==> config.mk <==
export PLATFORM = sky130hd
export DESIGN_NAME = sar_rep_seq
export DESIGN_NICKNAME = d
export VERILOG_FILES = /design/src/rtl/sar_rep_pkg.sv /design/src/rtl/sar_rep_phase.sv /design/src/rtl/sar_rep_dac.sv /design/src/rtl/sar_rep_ones.sv /design/src/rtl/sar_rep_seq.sv
export SDC_FILE = /design/constraint.sdc
export NUM_CORES = 1
export LEC_CHECK = 0
export ABC_AREA = 1
export CELL_PAD_IN_SITES_DETAIL_PLACEMENT = 1
export CELL_PAD_IN_SITES_GLOBAL_PLACEMENT = 1
export CORE_MARGIN = 2
export CORE_UTILIZATION = 31
export CTS_CLUSTER_DIAMETER = 80
export DETAILED_ROUTE_END_ITERATION = 7
export PLACE_DENSITY_LB_ADDON = 0.1
export RECOVER_POWER = 100
export SLEW_MARGIN = 20
export SYNTH_ARGS = -nofsm -noshare
export SYNTH_HDL_FRONTEND = slang
export SYNTH_SLANG_ARGS = --single-unit
export TNS_END_PERCENT = 5
==> constraint.sdc <==
create_clock -name clk -period 6.36 [get_ports clk]
set_input_delay 0.636 -clock clk [delete_from_list [all_inputs] [get_ports clk]]
set_output_delay 0.636 -clock clk [all_outputs]
set_load 0.02 [all_outputs]
==> src/rtl/sar_rep_pkg.sv <==
// Package: capacitor weighting shared by the sequencer modules.
// Assumes positions are numbered from the LSB (0) upward and that the
// position DUP and DUP+1 share the same weight (the redundant step).
package sar_rep_pkg;

    // Weight in units of the capacitor at position p.
    function automatic int unsigned cap_weight(int unsigned p, int unsigned dup);
        if (p == 0)
            return 1;
        else if (p <= dup)
            return 32'd1 << (p - 1);
        else
            return 32'd1 << (p - 2);
    endfunction

    // Sum of all capacitor weights for an n-capacitor array.
    function automatic int unsigned cap_total(int unsigned n, int unsigned dup);
        int unsigned acc;
        acc = 0;
        for (int unsigned p = 0; p < n; p++)
            acc += cap_weight(p, dup);
        return acc;
    endfunction

endpackage

==> src/rtl/sar_rep_phase.sv <==
// Frame phase counter. Counts 0..CONV_CYC-1 and decodes the three phases:
// sampling, bit decisions and repeated comparisons.
// Assumes synchronous active-low reset returns the frame to its first cycle.
module sar_rep_phase #(
    parameter int SAMPLE_CYC = 4,
    parameter int NBITS      = 11,
    parameter int REPEAT_CYC = 17,
    localparam int CONV_CYC  = SAMPLE_CYC + NBITS + REPEAT_CYC,
    localparam int PH_W      = $clog2(CONV_CYC),
    localparam int STEP_W    = $clog2(NBITS)
) (
    input  logic              clk,
    input  logic              rst_n,
    output logic [PH_W-1:0]   ph_o,
    output logic              sample_en_o,
    output logic              step_valid_o,
    output logic [STEP_W-1:0] step_o,
    output logic              rep_en_o,
    output logic              last_o
);

    localparam logic [PH_W-1:0] PH_LAST  = PH_W'(CONV_CYC - 1);
    localparam logic [PH_W-1:0] PH_SAMP  = PH_W'(SAMPLE_CYC);
    localparam logic [PH_W-1:0] PH_REP   = PH_W'(SAMPLE_CYC + NBITS);

    logic [PH_W-1:0] ph_q;
    logic [PH_W-1:0] step_full;

    // Advance the frame position, wrapping after the last cycle.
    always_ff @(posedge clk) begin
        if (!rst_n)
            ph_q <= '0;
        else if (ph_q == PH_LAST)
            ph_q <= '0;
        else
            ph_q <= ph_q + 1'b1;
    end

    // Decode the phase windows from the frame position.
    always_comb begin
        step_full    = ph_q - PH_SAMP;
        sample_en_o  = (ph_q < PH_SAMP);
        step_valid_o = (ph_q >= PH_SAMP) && (ph_q < PH_REP);
        step_o       = step_full[STEP_W-1:0];
        rep_en_o     = (ph_q >= PH_REP);
        last_o       = (ph_q == PH_LAST);
    end

    assign ph_o = ph_q;

    // the frame wraps to its first cycle after the last one.
    a_r1_wrap: assert property (@(posedge clk) disable iff (!rst_n)
        (ph_q == PH_LAST) |=> (ph_q == '0));

    // inside a frame the position advances by exactly one.
    a_r1_step: assert property (@(posedge clk) disable iff (!rst_n)
        (ph_q != PH_LAST) |=> (ph_q == $past(ph_q) + 1'b1));

endmodule

==> src/rtl/sar_rep_dac.sv <==
// Capacitor control register. One flop per capacitor: it is loaded with the
// trial value one step before its own decision, then takes the comparator
// result during its decision step and holds it to the end of the frame.
// Also forms the weighted sum of the control word in units.
// Assumes the MSB trial is the mid-scale setting loaded at reset/frame end.
module sar_rep_dac
    import sar_rep_pkg::*;
#(
    parameter int NBITS    = 11,
    parameter int DUP_POS  = 5,
    localparam int STEP_W  = $clog2(NBITS),
    localparam int TOTAL   = int'(cap_total(NBITS, DUP_POS)),
    localparam int SUM_W   = $clog2(TOTAL + 1)
) (
    input  logic              clk,
    input  logic              rst_n,
    input  logic              last_i,
    input  logic              step_valid_i,
    input  logic [STEP_W-1:0] step_i,
    input  logic              cmp_i,
    output logic [NBITS-1:0]  ctl_o,
    output logic [SUM_W-1:0]  sum_o
);

    logic [NBITS-1:0] ctl_q;

    for (genvar p = 0; p < NBITS; p++) begin : g_cap
        localparam int STEP_OWN = NBITS - 1 - p;
        localparam logic MID_BIT = (p == NBITS - 1);

        if (p == NBITS - 1) begin : g_msb
            // Top capacitor: mid-scale trial at frame start, then its decision.
            always_ff @(posedge clk) begin
                if (!rst_n || last_i)
                    ctl_q[p] <= MID_BIT;
                else if (step_valid_i && step_i == STEP_W'(STEP_OWN))
                    ctl_q[p] <= cmp_i;
            end
        end else begin : g_low
            // Lower capacitor: trial set after the step above, then its decision.
            always_ff @(posedge clk) begin
                if (!rst_n || last_i)
                    ctl_q[p] <= MID_BIT;
                else if (step_valid_i && step_i == STEP_W'(STEP_OWN))
                    ctl_q[p] <= cmp_i;
                else if (step_valid_i && step_i == STEP_W'(STEP_OWN - 1))
                    ctl_q[p] <= 1'b1;
            end
        end
    end

    // Weighted sum of the present control word.
    always_comb begin
        logic [31:0] acc;
        acc = '0;
        for (int p = 0; p < NBITS; p++)
            if (ctl_q[p])
                acc = acc + cap_weight(p, DUP_POS);
        sum_o = acc[SUM_W-1:0];
    end

    assign ctl_o = ctl_q;

    // bits below the current step stay cleared during the decisions.
    a_r4_low_clear: assert property (@(posedge clk) disable iff (!rst_n)
        (step_valid_i && step_i == '0) |-> (ctl_q == {1'b1, {(NBITS-1){1'b0}}}));

endmodule

==> src/rtl/sar_rep_ones.sv <==
// Ones counter for the repeated comparisons. Cleared at the end of each frame
// and incremented only while the repeat window is enabled.
// Assumes clr and en are decoded from the same frame counter.
module sar_rep_ones #(
    parameter int REPEAT_CYC = 17,
    localparam int K_W       = $clog2(REPEAT_CYC + 1)
) (
    input  logic           clk,
    input  logic           rst_n,
    input  logic           clr_i,
    input  logic           en_i,
    input  logic           cmp_i,
    output logic [K_W-1:0] cnt_o
);

    logic [K_W-1:0] cnt_q;

    // Count comparator ones inside the repeat window only.
    always_ff @(posedge clk) begin
        if (!rst_n || clr_i)
            cnt_q <= '0;
        else if (en_i && cmp_i)
            cnt_q <= cnt_q + 1'b1;
    end

    assign cnt_o = cnt_q;

    // the running count never exceeds the number of repeats.
    a_r8_bound: assert property (@(posedge clk) disable iff (!rst_n)
        (cnt_q <= K_W'(REPEAT_CYC)));

    // a clear leaves the count at zero for the next frame.
    a_r9_clear: assert property (@(posedge clk) disable iff (!rst_n)
        clr_i |=> (cnt_q == '0));

endmodule

==> src/rtl/sar_rep_seq.sv <==
// Successive-approximation sequencer with repeated final comparisons.
// Sequences sampling, redundant-weight bit decisions and a run of repeated
// comparisons at the final residue, then publishes the signed code and the
// ones count with a one-cycle done pulse.
// Assumes the comparator output is stable at each rising clock edge.
module sar_rep_seq
    import sar_rep_pkg::*;
#(
    parameter int NBITS      = 11,
    parameter int SAMPLE_CYC = 4,
    parameter int REPEAT_CYC = 17,
    parameter int DUP_POS    = 5,
    localparam int TOTAL     = int'(cap_total(NBITS, DUP_POS)),
    localparam int MID_UNITS = TOTAL / 2,
    localparam int SUM_W     = $clog2(TOTAL + 1),
    localparam int CODE_W    = SUM_W,
    localparam int K_W       = $clog2(REPEAT_CYC + 1),
    localparam int CONV_CYC  = SAMPLE_CYC + NBITS + REPEAT_CYC,
    localparam int PH_W      = $clog2(CONV_CYC),
    localparam int STEP_W    = $clog2(NBITS)
) (
    input  logic                     clk,
    input  logic                     rst_n,
    input  logic                     cmp_i,
    output logic                     sample_en_o,
    output logic [NBITS-1:0]         dac_ctl_o,
    output logic signed [CODE_W-1:0] raw_code_o,
    output logic [K_W-1:0]           ones_k_o,
    output logic                     done_o
);

    localparam logic [NBITS-1:0] MID_CTL = {1'b1, {(NBITS-1){1'b0}}};

    logic [PH_W-1:0]   ph;
    logic              step_valid;
    logic [STEP_W-1:0] step;
    logic              rep_en;
    logic              last;
    logic [SUM_W-1:0]  code_sum;
    logic [K_W-1:0]    ones_cnt;

    logic [CODE_W-1:0] raw_q;
    logic [K_W-1:0]    k_q;
    logic              done_q;

    sar_rep_phase #(
        .SAMPLE_CYC (SAMPLE_CYC),
        .NBITS      (NBITS),
        .REPEAT_CYC (REPEAT_CYC)
    ) u_phase (
        .clk          (clk),
        .rst_n        (rst_n),
        .ph_o         (ph),
        .sample_en_o  (sample_en_o),
        .step_valid_o (step_valid),
        .step_o       (step),
        .rep_en_o     (rep_en),
        .last_o       (last)
    );

    sar_rep_dac #(
        .NBITS   (NBITS),
        .DUP_POS (DUP_POS)
    ) u_dac (
        .clk          (clk),
        .rst_n        (rst_n),
        .last_i       (last),
        .step_valid_i (step_valid),
        .step_i       (step),
        .cmp_i        (cmp_i),
        .ctl_o        (dac_ctl_o),
        .sum_o        (code_sum)
    );

    sar_rep_ones #(
        .REPEAT_CYC (REPEAT_CYC)
    ) u_ones (
        .clk   (clk),
        .rst_n (rst_n),
        .clr_i (last),
        .en_i  (rep_en),
        .cmp_i (cmp_i),
        .cnt_o (ones_cnt)
    );

    // Publish code and count at the frame end, including the final strobe.
    always_ff @(posedge clk) begin
        if (!rst_n) begin
            raw_q  <= '0;
            k_q    <= '0;
            done_q <= 1'b0;
        end else begin
            done_q <= last;
            if (last) begin
                raw_q <= code_sum - SUM_W'(MID_UNITS);
                k_q   <= ones_cnt + K_W'(cmp_i);
            end
        end
    end

    assign raw_code_o = raw_q;
    assign ones_k_o   = k_q;
    assign done_o     = done_q;

    // the done pulse lands in the first cycle of a frame.
    a_r1_done_first: assert property (@(posedge clk) disable iff (!rst_n)
        done_q |-> (ph == '0));

    // the array sits at mid-scale while the input is sampled.
    a_r3_mid_sample: assert property (@(posedge clk) disable iff (!rst_n)
        sample_en_o |-> (dac_ctl_o == MID_CTL));

    // no switching after the last decision has landed.
    a_r7_hold: assert property (@(posedge clk) disable iff (!rst_n)
        (ph > PH_W'(SAMPLE_CYC + NBITS)) |-> $stable(dac_ctl_o));

    // the published code stays within half the array range.
    a_r6_range: assert property (@(posedge clk) disable iff (!rst_n)
        (int'(raw_code_o) >= -MID_UNITS) && (int'(raw_code_o) <= MID_UNITS));

    // results change only on the edge that raises done.
    a_r10_hold: assert property (@(posedge clk) disable iff (!rst_n)
        !done_q |=> (done_q || ($stable(raw_q) && $stable(k_q))));

endmodule

==> results.sh, run 1 <==
export IMPL_grt_ovfl_total=0
export IMPL_htree_levels=2
export IMPL_slew_headroom=0.100
export IMPL_post_route_period_util=0.543
export IMPL_drive_above_1_share=0.0505
export IMPL_finClkSkew_ns=0.00603
export IMPL_synth_most_common_cell="nand2_1"
export IMPL_postRouteAntennaNets=0
export IMPL_ys_seq_area_frac=0.360
export IMPL_placed_area_um2=2440
export IMPL_insertion_delay_ns=0.29
export IMPL_leakage_nw=1.26
export IMPL_vias=1894
export IMPL_fin_cells=394
export IMPL_gp_congestion=0.762
export IMPL_grt_usage=0.156
export IMPL_grt_pass1_wl_um=9100
export IMPL_synth_top_area_cell="dfxtp_1"
export IMPL_path_clk_slew_ns=0.08
export IMPL_ys_ff_latch=37
export IMPL_hold_path_class="reg2reg"
export IMPL_grt_max_degree=31
export IMPL_boundaryPins=31
export IMPL_required_ns=6.58
export IMPL_viasPerCell=4.81
export IMPL_drv_slew=0
export IMPL_synthToLayoutAreaGrowth_pct=23.6
export IMPL_cts_tree="done"
export IMPL_antenna_found_initial=0
export IMPL_grt_pass1_vias=1964
export IMPL_num_rows=29
export IMPL_syn_area_um2=2060
export IMPL_seq_power_share=0.492
export IMPL_first_pass_iters=4
export IMPL_synth_top_cell_area_share=0.360
export IMPL_dieArea_um2=7310
export IMPL_clockPowerShare=0.451
export IMPL_seq_area_um2=741
export IMPL_hold_viol=0
export IMPL_yosysWarnings=0
export IMPL_synth_cell_types=34
export IMPL_portBuffers=30
export IMPL_dp_cells=386
export IMPL_cp_startpoint="u_dac.ctl_o[0]"
export IMPL_critPathMaxFanout=4
export IMPL_drcViolationCount=0
export IMPL_synthTopCellsByCount="nand2_1, inv_1, dfxtp_1, nor2_1, ha_1"
export IMPL_holdBufCountCts=0
export IMPL_rsz0062_at_grt="false"
export IMPL_clkSinkCount=37
export IMPL_worst_setup_path_type="reg2reg"
export IMPL_start_util=0.322
export IMPL_setup_viol=0
export IMPL_hold_start="raw_code_o[7]"
export IMPL_status="finished, final reports clean"
export IMPL_synth_async_reset_ratio=0
export IMPL_final_nets=339
export IMPL_setup_tns_ns=0
export IMPL_switchingPower_mw=0.111
export IMPL_cts_resized=0
export IMPL_postLayoutCellArea_um2=2540
export IMPL_max_freq_mhz=289
export IMPL_synthTopCellsByArea="dfxtp_1, nand2_1, ha_1"
export IMPL_syn_avg_cell_area_um2=7.27
export IMPL_max_cap_violations=0
export IMPL_die_h_um=85.5
export IMPL_fillers=794
export IMPL_combPwrFrac=0.057
export IMPL_cts_made_buffers=5
export IMPL_reg2reg_from="u_dac.ctl_o[0]"
export IMPL_cts_setup_buffers=0
export IMPL_dpl_hpwl_um=3950
export IMPL_wl_um=5190
export IMPL_cts_root_buffer="clkbuf_8"
export IMPL_end_kind="flop"
export IMPL_netlist_instances=283
export IMPL_clk_path_buf_depth=2
export IMPL_ir_drop_uv=68.5
export IMPL_crit_path_start_kind="flop"
export IMPL_arrival_ns=3.68
export IMPL_avgRoutedWirePerCell_um=13.2
export IMPL_tightest_slew_ns=1.35
export IMPL_die_w_um=85.5
export IMPL_synth_edff_count=0
export IMPL_power_density_nw_per_um2=189
export IMPL_synth_main_ff_cell="dfxtp_1"
export IMPL_p_total_mw=0.482
export IMPL_core_um2=6390
export IMPL_synth_nets=306
export IMPL_post_route_min_period_ns=3.45
export IMPL_antenna_cells=0
export IMPL_p_sw_frac=0.232
export IMPL_multi_input_area_um2=1130
export IMPL_power_internal_mw=0.370
export IMPL_first_iter_violations=35
cell families after synthesis:
group | after synthesis | synth area share
adders and majority gates | 20 | 0.125
buffers and inverters | 46 | 0.0881
DFF | 37 | 0.360
xor gates and xnor gates | 3 | 0.0128
AOI/OAI and AO/OA | 35 | 0.0997
and+or+nand+nor | 142 | 0.314
state kept, by name, indices dropped and copies added, names as in the netlist:
name and cells:
ones_k_o 5, u_ones.cnt_o 5, raw_code_o 10, u_dac.ctl_o 11, u_phase.ph_o 5, done_o 1
area by class of cell:
| class | instances | share of cell area |
|---|---|---|
| clock inverters | 2 | 0.0147 |
| clock buffers | 6 | 0.0324 |
| well taps | 77 | 0.0379 |
| multi-input cells | 200 | 0.444 |
| flip-flops and latches | 37 | 0.291 |
| repair buffers | 31 | 0.119 |
| inverters | 41 | 0.0605 |
stage by stage:
stage          hold slack, ns  setup WS, ns  utilization
2_1_floorplan           0.444          3.14            -
3_3_place_gp            0.439          3.10        0.382
3_5_place_dp            0.441          2.99        0.382
4_1_cts                 0.458          2.97        0.400
5_1_grt                 0.484          2.58        0.399
6_report                0.451          2.91        0.399
worst max-delay path: stages, from the launching register on:
cell and delay, ns:
dfxtp_1 0.33, ha_1 0.20, ha_1 0.18, ha_1 0.20, ha_1 0.22, inv_1 0.07
ha_1 0.23, nand3_1 0.10, inv_1 0.05, ha_1 0.20, nand2_1 0.08, inv_1 0.05
ha_1 0.31, nand2_1 0.10, nand2_1 0.06, ha_1 0.26, nand2_1 0.06, o21ai_0 0.15
xnor2_1 0.18, inv_1 0.10, nand2_1 0.09, nand2_1 0.05, o21ai_0 0.13
placed cells by master, fill, tap and decap left out, types with 2 or more instances in the layout:
cell,count
dlygate4sd3_1,28
nand2_1,74
nand3_1,18
nor3_2,2
a21oi_1,9
nand4_1,4
ha_1,19
xnor2_1,2
nor2_4,2
a22o_1,5
and3_1,3
nor2_1,26
clkdlybuf4s50_1,2
dfxtp_1,37
nor3_1,5
clkbuf_8,6
o21ai_0,18
nand3b_1,2
inv_1,41
path summary, 6_finish.rpt:
check	end	slack, ns	depth (start not counted)
max	raw_code_o[8]	2.91	22
min reg2reg	raw_code_o[7]	0.45	2
max reg2reg	raw_code_o[8]	2.91	22
min	raw_code_o[7]	0.45	2
power groups by stage:
stage,clock [mW],combinational [mW],sequential [mW]
2_1_floorplan,0,0.0178,0.242
5_1_grt,0.235,0.0320,0.237
3_3_place_gp,0,0.0282,0.242
6_report,0.217,0.0275,0.237
4_1_cts,0.226,0.0286,0.237
3_5_place_dp,0,0.0285,0.242
metal layers:
layer | track usage | vias to the layer above | part of all wire
li1 | - | 974 | -
met1 | 0.201 | 890 | 0.50
met2 | 0.263 | 26 | 0.46
met3 | 0.0331 | 4 | 0.032
met4 | 0.0433 | 0 | 0.0079
met5 | 0 | - | 0
(Power assumes the default switching activity.)
==> inputs of run 2 (changes only) <==
==> constraint.sdc (replaced) <==
create_clock -name clk -period 3.39 [get_ports clk]
set_input_delay 0.339 -clock clk [delete_from_list [all_inputs] [get_ports clk]]
set_output_delay 0.339 -clock clk [all_outputs]
set_load 0.02 [all_outputs]
==> run 2 against run 1 <==
Design area rose by 2.6%. Register-to-register slack got worse by 2.7 ns. Clock power rose by 73%. Fmax rose by 9.7%. Global-route usage barely moved. Non-clock buffer count rose by 2. Cell count rose by 0.25%. Hold slack got worse by 0.0011 ns. Largest power group unchanged.
==> results.sh, run 2 (synthesized netlist as in run 1, its figures left out) <==
export IMPL_setup_viol=0
export IMPL_boundaryPins=31
export IMPL_final_common_cell="nand2_1"
export IMPL_finClkSkew_ns=0.00673
export IMPL_first_pass_iters=4
export IMPL_worst_hold_slack_ns=0.450
export IMPL_timing_final_ws_setup_ns=0.242
export IMPL_r2r_cells=23
export IMPL_dieArea_um2=7310
export IMPL_num_rows=29
export IMPL_antenna_cells=0
export IMPL_power_internal_mw=0.669
export IMPL_drive_above_1_share=0.0943
export IMPL_p_sw_frac=0.231
export IMPL_grt_max_degree=31
export IMPL_htree_levels=2
export IMPL_post_route_min_period_ns=3.15
export IMPL_switchingPower_mw=0.201
export IMPL_portBuffers=30
export IMPL_drv_slew=0
export IMPL_grt_ovfl_total=0
export IMPL_status="finished, final reports clean"
export IMPL_synthToLayoutAreaGrowth_pct=26.8
export IMPL_place_ws_ns=-0.0413
export IMPL_cts_root_buffer="clkbuf_8"
export IMPL_placed_area_um2=2440
export IMPL_tightest_slew_ns=1.40
export IMPL_largest_reg_flops=11
export IMPL_arrival_ns=3.33
export IMPL_insertion_delay_ns=0.29
export IMPL_dp_cells=386
export IMPL_grt_pass1_vias=1913
export IMPL_antenna_found_initial=0
export IMPL_grt_usage=0.156
export IMPL_clkSinkCount=37
export IMPL_postRouteAntennaNets=0
export IMPL_hold_depth=2
export IMPL_gp_congestion=0.799
export IMPL_dpl_hpwl_um=3960
export IMPL_fin_cells=395
export IMPL_end_kind="flop"
export IMPL_slew_headroom=0.0679
export IMPL_postLayoutCellArea_um2=2610
export IMPL_path_clk_slew_ns=0.08
export IMPL_start_util=0.322
export IMPL_seq_power_share=0.510
export IMPL_final_nets=341
export IMPL_cts_tree="done"
export IMPL_wl_um=5240
export IMPL_worst_setup_path_type="reg2reg"
export IMPL_power_density_nw_per_um2=333
export IMPL_max_freq_mhz=318
export IMPL_clockPowerShare=0.431
export IMPL_hold_viol=0
export IMPL_combPwrFrac=0.059
export IMPL_drcViolationCount=0
export IMPL_avgRoutedWirePerCell_um=13.3
export IMPL_layout_common_cells="nand2_1, inv_1, dfxtp_1"
export IMPL_ir_drop_uv=153
export IMPL_p_total_mw=0.870
export IMPL_core_um2=6390
export IMPL_required_ns=3.57
export IMPL_grt_pass1_wl_um=9030
export IMPL_holdBufCountCts=0
export IMPL_clk_path_buf_depth=2
export IMPL_critPathMaxFanout=4
export IMPL_post_route_period_util=0.929
export IMPL_cts_made_buffers=5
export IMPL_setup_tns_ns=0
export IMPL_crit_path_start_kind="flop"
export IMPL_die_w_um=85.5
export IMPL_leakage_nw=1.25
export IMPL_fin_util=0.409
export IMPL_hold_path_class="reg2reg"
export IMPL_die_h_um=85.5
export IMPL_first_iter_violations=50
export IMPL_vias=1873
export IMPL_viasPerCell=4.74
export IMPL_r2r_slack_ns=0.24
export IMPL_max_cap_violations=0
run 2: power by group through the flow:
stage	clock network, mW	logic [mW]	registers (mW)
floorplan	0	0.0334	0.455
global placement	0	0.0525	0.455
detailed placement	0	0.0533	0.455
CTS	0.387	0.0535	0.444
global route	0.407	0.0585	0.445
finish	0.375	0.0512	0.444
run 2: final cells by class:
| type | count | area (µm²) |
|---|---|---|
| repair buffers | 33 | 319 |
| inverters | 41 | 154 |
| well taps | 77 | 96.3 |
| flip-flops and latches | 37 | 743 |
| fillers | 799 | 3780 |
| clock inverters | 2 | 35.0 |
| clock buffers | 5 | 68.8 |
| multi-input cells | 200 | 1190 |
run 2: critical path: stages (launching register included):
cell and delay, ns:
dfxtp_2 0.34, ha_1 0.15, ha_1 0.14, ha_2 0.20
ha_4 0.16, inv_2 0.05, ha_4 0.26, nand3_2 0.08
inv_1 0.08, ha_2 0.18, nand2_2 0.06, inv_2 0.08
ha_4 0.19, nand2_1 0.08, nand2_1 0.05, ha_1 0.27
nand2_1 0.08, o21ai_2 0.07, xnor2_1 0.16, inv_1 0.10
nand2_1 0.08, nand2_1 0.05, nand3_1 0.06, nand2_1 0.05
run 2: metal layers:
metal	wire length [µm]	vias up	GRT usage
met5	0	-	0
met4	46	0	0.0433
met3	176	5	0.0331
met2	2430	29	0.267
met1	2590	870	0.197
li1	-	969	-
run 2: timing repair:
item / in CTS / in global routing
endpoints found under the setup margin: 2 / 2
setup buffers: 2 / 0
pin swaps: 1 / 6
gates resized for setup: 4 / 10
run 2: worst paths after layout:
path,end,start
worst max-delay path,raw_code_o[9],u_dac.ctl_o[0]
worst min-delay path,raw_code_o[6],raw_code_o[6]
worst max register to register,raw_code_o[9],u_dac.ctl_o[0]
worst min register to register,raw_code_o[6],raw_code_o[6]
==> inputs of run 3 (changes only) <==
--- a/config.mk
+++ b/config.mk
@@ -8,14 +8,15 @@
 export ABC_AREA = 1
 export CELL_PAD_IN_SITES_DETAIL_PLACEMENT = 1
 export CELL_PAD_IN_SITES_GLOBAL_PLACEMENT = 1
-export CORE_MARGIN = 2
+export CORE_MARGIN = 1.5
 export CORE_UTILIZATION = 31
-export CTS_CLUSTER_DIAMETER = 80
+export CTS_CLUSTER_DIAMETER = 120
 export DETAILED_ROUTE_END_ITERATION = 7
 export PLACE_DENSITY_LB_ADDON = 0.1
 export RECOVER_POWER = 100
 export SLEW_MARGIN = 20
 export SYNTH_ARGS = -nofsm -noshare
 export SYNTH_HDL_FRONTEND = slang
+export SYNTH_HIERARCHICAL = 1
 export SYNTH_SLANG_ARGS = --single-unit
 export TNS_END_PERCENT = 5
==> run 3 against run 2 <==
Fmax fell by 1.2%. Core utilization rose by 1.3 points. Critical path depth fell by 1. Wire length rose by 9.1%. Global-route usage rose by 0.70 points. Cell count rose by 13%. Clock-buffer cell count rose by 1. Clock skew rose by 0.0011 ns. Design area rose by 10%. Area after synthesis rose by 7.1%. Hold slack improved by 0.050 ns. Critical path type unchanged. Largest power group unchanged.
==> results.sh, run 3 <==
export IMPL_arrival_ns=3.39
export IMPL_netlist_instances=312
export IMPL_antenna_found_initial=0
export IMPL_ys_ff_latch=37
export IMPL_grt_ovfl_total=0
export IMPL_cp_num_buf_inv=3
export IMPL_antenna_cells=0
export IMPL_layout_common_cells="nand2_1, nor2_1, inv_1"
export IMPL_boundaryPins=31
export IMPL_synth_async_reset_ratio=0
export IMPL_power_density_nw_per_um2=321
export IMPL_clkSinkCount=37
export IMPL_synth_most_common_cell="nand2_1"
export IMPL_synth_cell_types=30
export IMPL_required_ns=3.60
export IMPL_timing_final_ws_setup_ns=0.204
export IMPL_drive_above_1_share=0.142
export IMPL_synth_nets=335
export IMPL_tightest_slew_ns=0.793
export IMPL_first_pass_iters=4
export IMPL_viasPerCell=4.54
export IMPL_leakage_nw=1.46
export IMPL_fin_cells=448
export IMPL_dpl_hpwl_um=4260
export IMPL_syn_avg_cell_area_um2=7.07
export IMPL_clockPowerShare=0.445
export IMPL_crit_cells=22
export IMPL_synth_edff_count=0
export IMPL_end_kind="flop"
export IMPL_cts_made_buffers=5
export IMPL_r2r_cells=22
export IMPL_post_route_period_util=0.940
export IMPL_num_rows=30
export IMPL_status="finished, final reports clean"
export IMPL_postRouteAntennaNets=0
export IMPL_combPwrFrac=0.069
export IMPL_cts_root_buffer="clkbuf_8"
export IMPL_r2r_slack_ns=0.20
export IMPL_clk_path_buf_depth=2
export IMPL_synthTopCellsByArea="dfxtp_1, ha_1, nand2_1"
export IMPL_core_um2=6830
export IMPL_max_freq_mhz=314
export IMPL_cpMaxStageDelayCell="dfxtp_2"
export IMPL_max_stage_delay_ns=0.34
export IMPL_synth_top_cell_area_share=0.336
export IMPL_synth_main_ff_cell="dfxtp_1"
export IMPL_crit_path_start_kind="flop"
export IMPL_synthTopCellsByCount="nand2_1, nor2_1, inv_1, dfxtp_1, ha_1"
export IMPL_gp_congestion=0.780
export IMPL_hold_viol=0
export IMPL_start_util=0.323
export IMPL_syn_area_um2=2200
export IMPL_ys_seq_area_frac=0.336
export IMPL_grt_max_degree=20
export IMPL_drv_slew=0
export IMPL_crit_top_cell="ha_4"
export IMPL_largest_reg_flops=11
export IMPL_hold_depth=2
export IMPL_seq_power_share=0.486
export IMPL_first_iter_violations=49
export IMPL_synthToLayoutAreaGrowth_pct=30.5
export IMPL_setup_viol=0
export IMPL_insertion_delay_ns=0.30
export IMPL_path_clk_slew_ns=0.08
export IMPL_switchingPower_mw=0.226
export IMPL_die_h_um=87.3
export IMPL_vias=2033
export IMPL_ir_drop_uv=187
export IMPL_post_route_min_period_ns=3.19
export IMPL_die_w_um=87.3
export IMPL_power_internal_mw=0.698
export IMPL_worst_setup_path_type="reg2reg"
export IMPL_finClkSkew_ns=0.00783
export IMPL_slew_headroom=0.469
export IMPL_dieArea_um2=7630
export IMPL_portBuffers=30
export IMPL_worst_hold_slack_ns=0.500
export IMPL_cts_tree="done"
export IMPL_grt_pass1_vias=2074
export IMPL_crit_chain="ha_4 -> ha_4 -> ha_4 -> ha_4 -> ha_4 -> nand2_1 -> o21a_1 -> inv_1 -> ha_1 -> nand2_1 -> inv_1 -> ha_4 -> nand2_2 -> o21ai_2 -> ha_1 -> nand2_2 -> o21ai_4 -> xor2_4 -> o21bai_1 -> nand3_1 -> nand2_1 -> inv_1"
export IMPL_critPathMaxFanout=4
export IMPL_final_common_cell="nand2_1"
export IMPL_hold_path_class="reg2reg"
export IMPL_place_ws_ns=-0.174
export IMPL_wl_um=5720
export IMPL_final_nets=374
export IMPL_drcViolationCount=0
export IMPL_path_delay_family="adder cells"
export IMPL_synth_top_area_cell="dfxtp_1"
export IMPL_p_sw_frac=0.245
export IMPL_grt_usage=0.163
export IMPL_grt_pass1_wl_um=9590
export IMPL_max_cap_violations=0
export IMPL_htree_levels=2
export IMPL_dp_cells=437
export IMPL_avgRoutedWirePerCell_um=12.8
export IMPL_yosysWarnings=6
==> run 3: changes by cell type in the layout (fill, tap and decap cells not counted), moves of 3 or more <==
| cell | before | now |
|---|---|---|
| nor2_1 | 26 | 56 |
| nor2_2 | 1 | 4 |
| o21bai_1 | 0 | 6 |
| xor2_1 | 1 | 4 |
| buf_4 | 2 | 8 |
| nand2_1 | 72 | 59 |
| inv_2 | 2 | 6 |
| inv_1 | 39 | 43 |
| a22o_1 | 5 | 0 |
| ha_4 | 4 | 7 |
| nor3_1 | 5 | 0 |
==> run 3: worst paths after layout <==
path	start	endpoint
worst min register to register	raw_code_o[9]	raw_code_o[9]
worst max register to register	u_dac/ctl_o[0]	raw_code_o[8]
worst max-delay path	u_dac/ctl_o[0]	raw_code_o[8]
worst min-delay path	raw_code_o[9]	raw_code_o[9]
==> run 3: repair_timing <==
item | 4_1_cts | 5_1_grt
gates resized for setup | 5 | 19
hold buffers | 0 | 0
pin swaps | 0 | 6
buffers inserted | 2 | 1
setup endpoints to repair | 2 | 2
==> run 3: final cells by class <==
type	instances	area [µm²]
Clock buffer	6	82.6
Clock inverter	2	37.5
Fill cell	869	3950
Inverter	50	188
Multi-Input combinational cell	218	1340
Sequential cell	37	743
Tap cell	96	120
Timing Repair Buffer	39	364
==> run 3: worst min-delay path: stages (launching register included) <==
cell and delay, ns:
dfxtp_1 0.33, o21ai_1 0.06, nor2_1 0.08
==> run 3: per-stage QoR <==
step | instance area (µm²) | util | power [mW] | setup TNS, ns
6_report | 2880 | 0.421 | 0.924 | 0
5_1_grt | 2880 | 0.421 | 0.971 | -0.0271
4_1_cts | 2760 | 0.404 | 0.940 | 0
2_1_floorplan | 2200 | - | 0.507 | 0
3_3_place_gp | 2610 | 0.382 | 0.523 | -0.0109
3_5_place_dp | 2610 | 0.382 | 0.524 | -0.258
==> run 3: cells by family after synthesis <==
family,count (synthesis),synth area share
AOI/OAI and AO/OA,39,0.104
xor gates and xnor gates,8,0.0318
DFF,37,0.336
and+or+nand+nor,151,0.300
buffers and inverters,57,0.111
adders and majority gates,20,0.117
==> run 3: power by group through the flow <==
stage	registers (mW)	clock network, mW	logic [mW]
global placement	0.459	0	0.0643
floorplan	0.454	0	0.0537
CTS	0.449	0.426	0.0654
finish	0.449	0.412	0.0638
detailed placement	0.459	0	0.0649
global route	0.451	0.446	0.0742
==> run 3: routing by layer <==
metal | share of wire | vias up | track usage
met3 | 0.027 | 7 | 0.0379
met4 | 0.016 | 0 | 0.0548
li1 | - | 1047 | -
met2 | 0.49 | 24 | 0.272
met5 | 0 | - | 0
met1 | 0.46 | 955 | 0.205
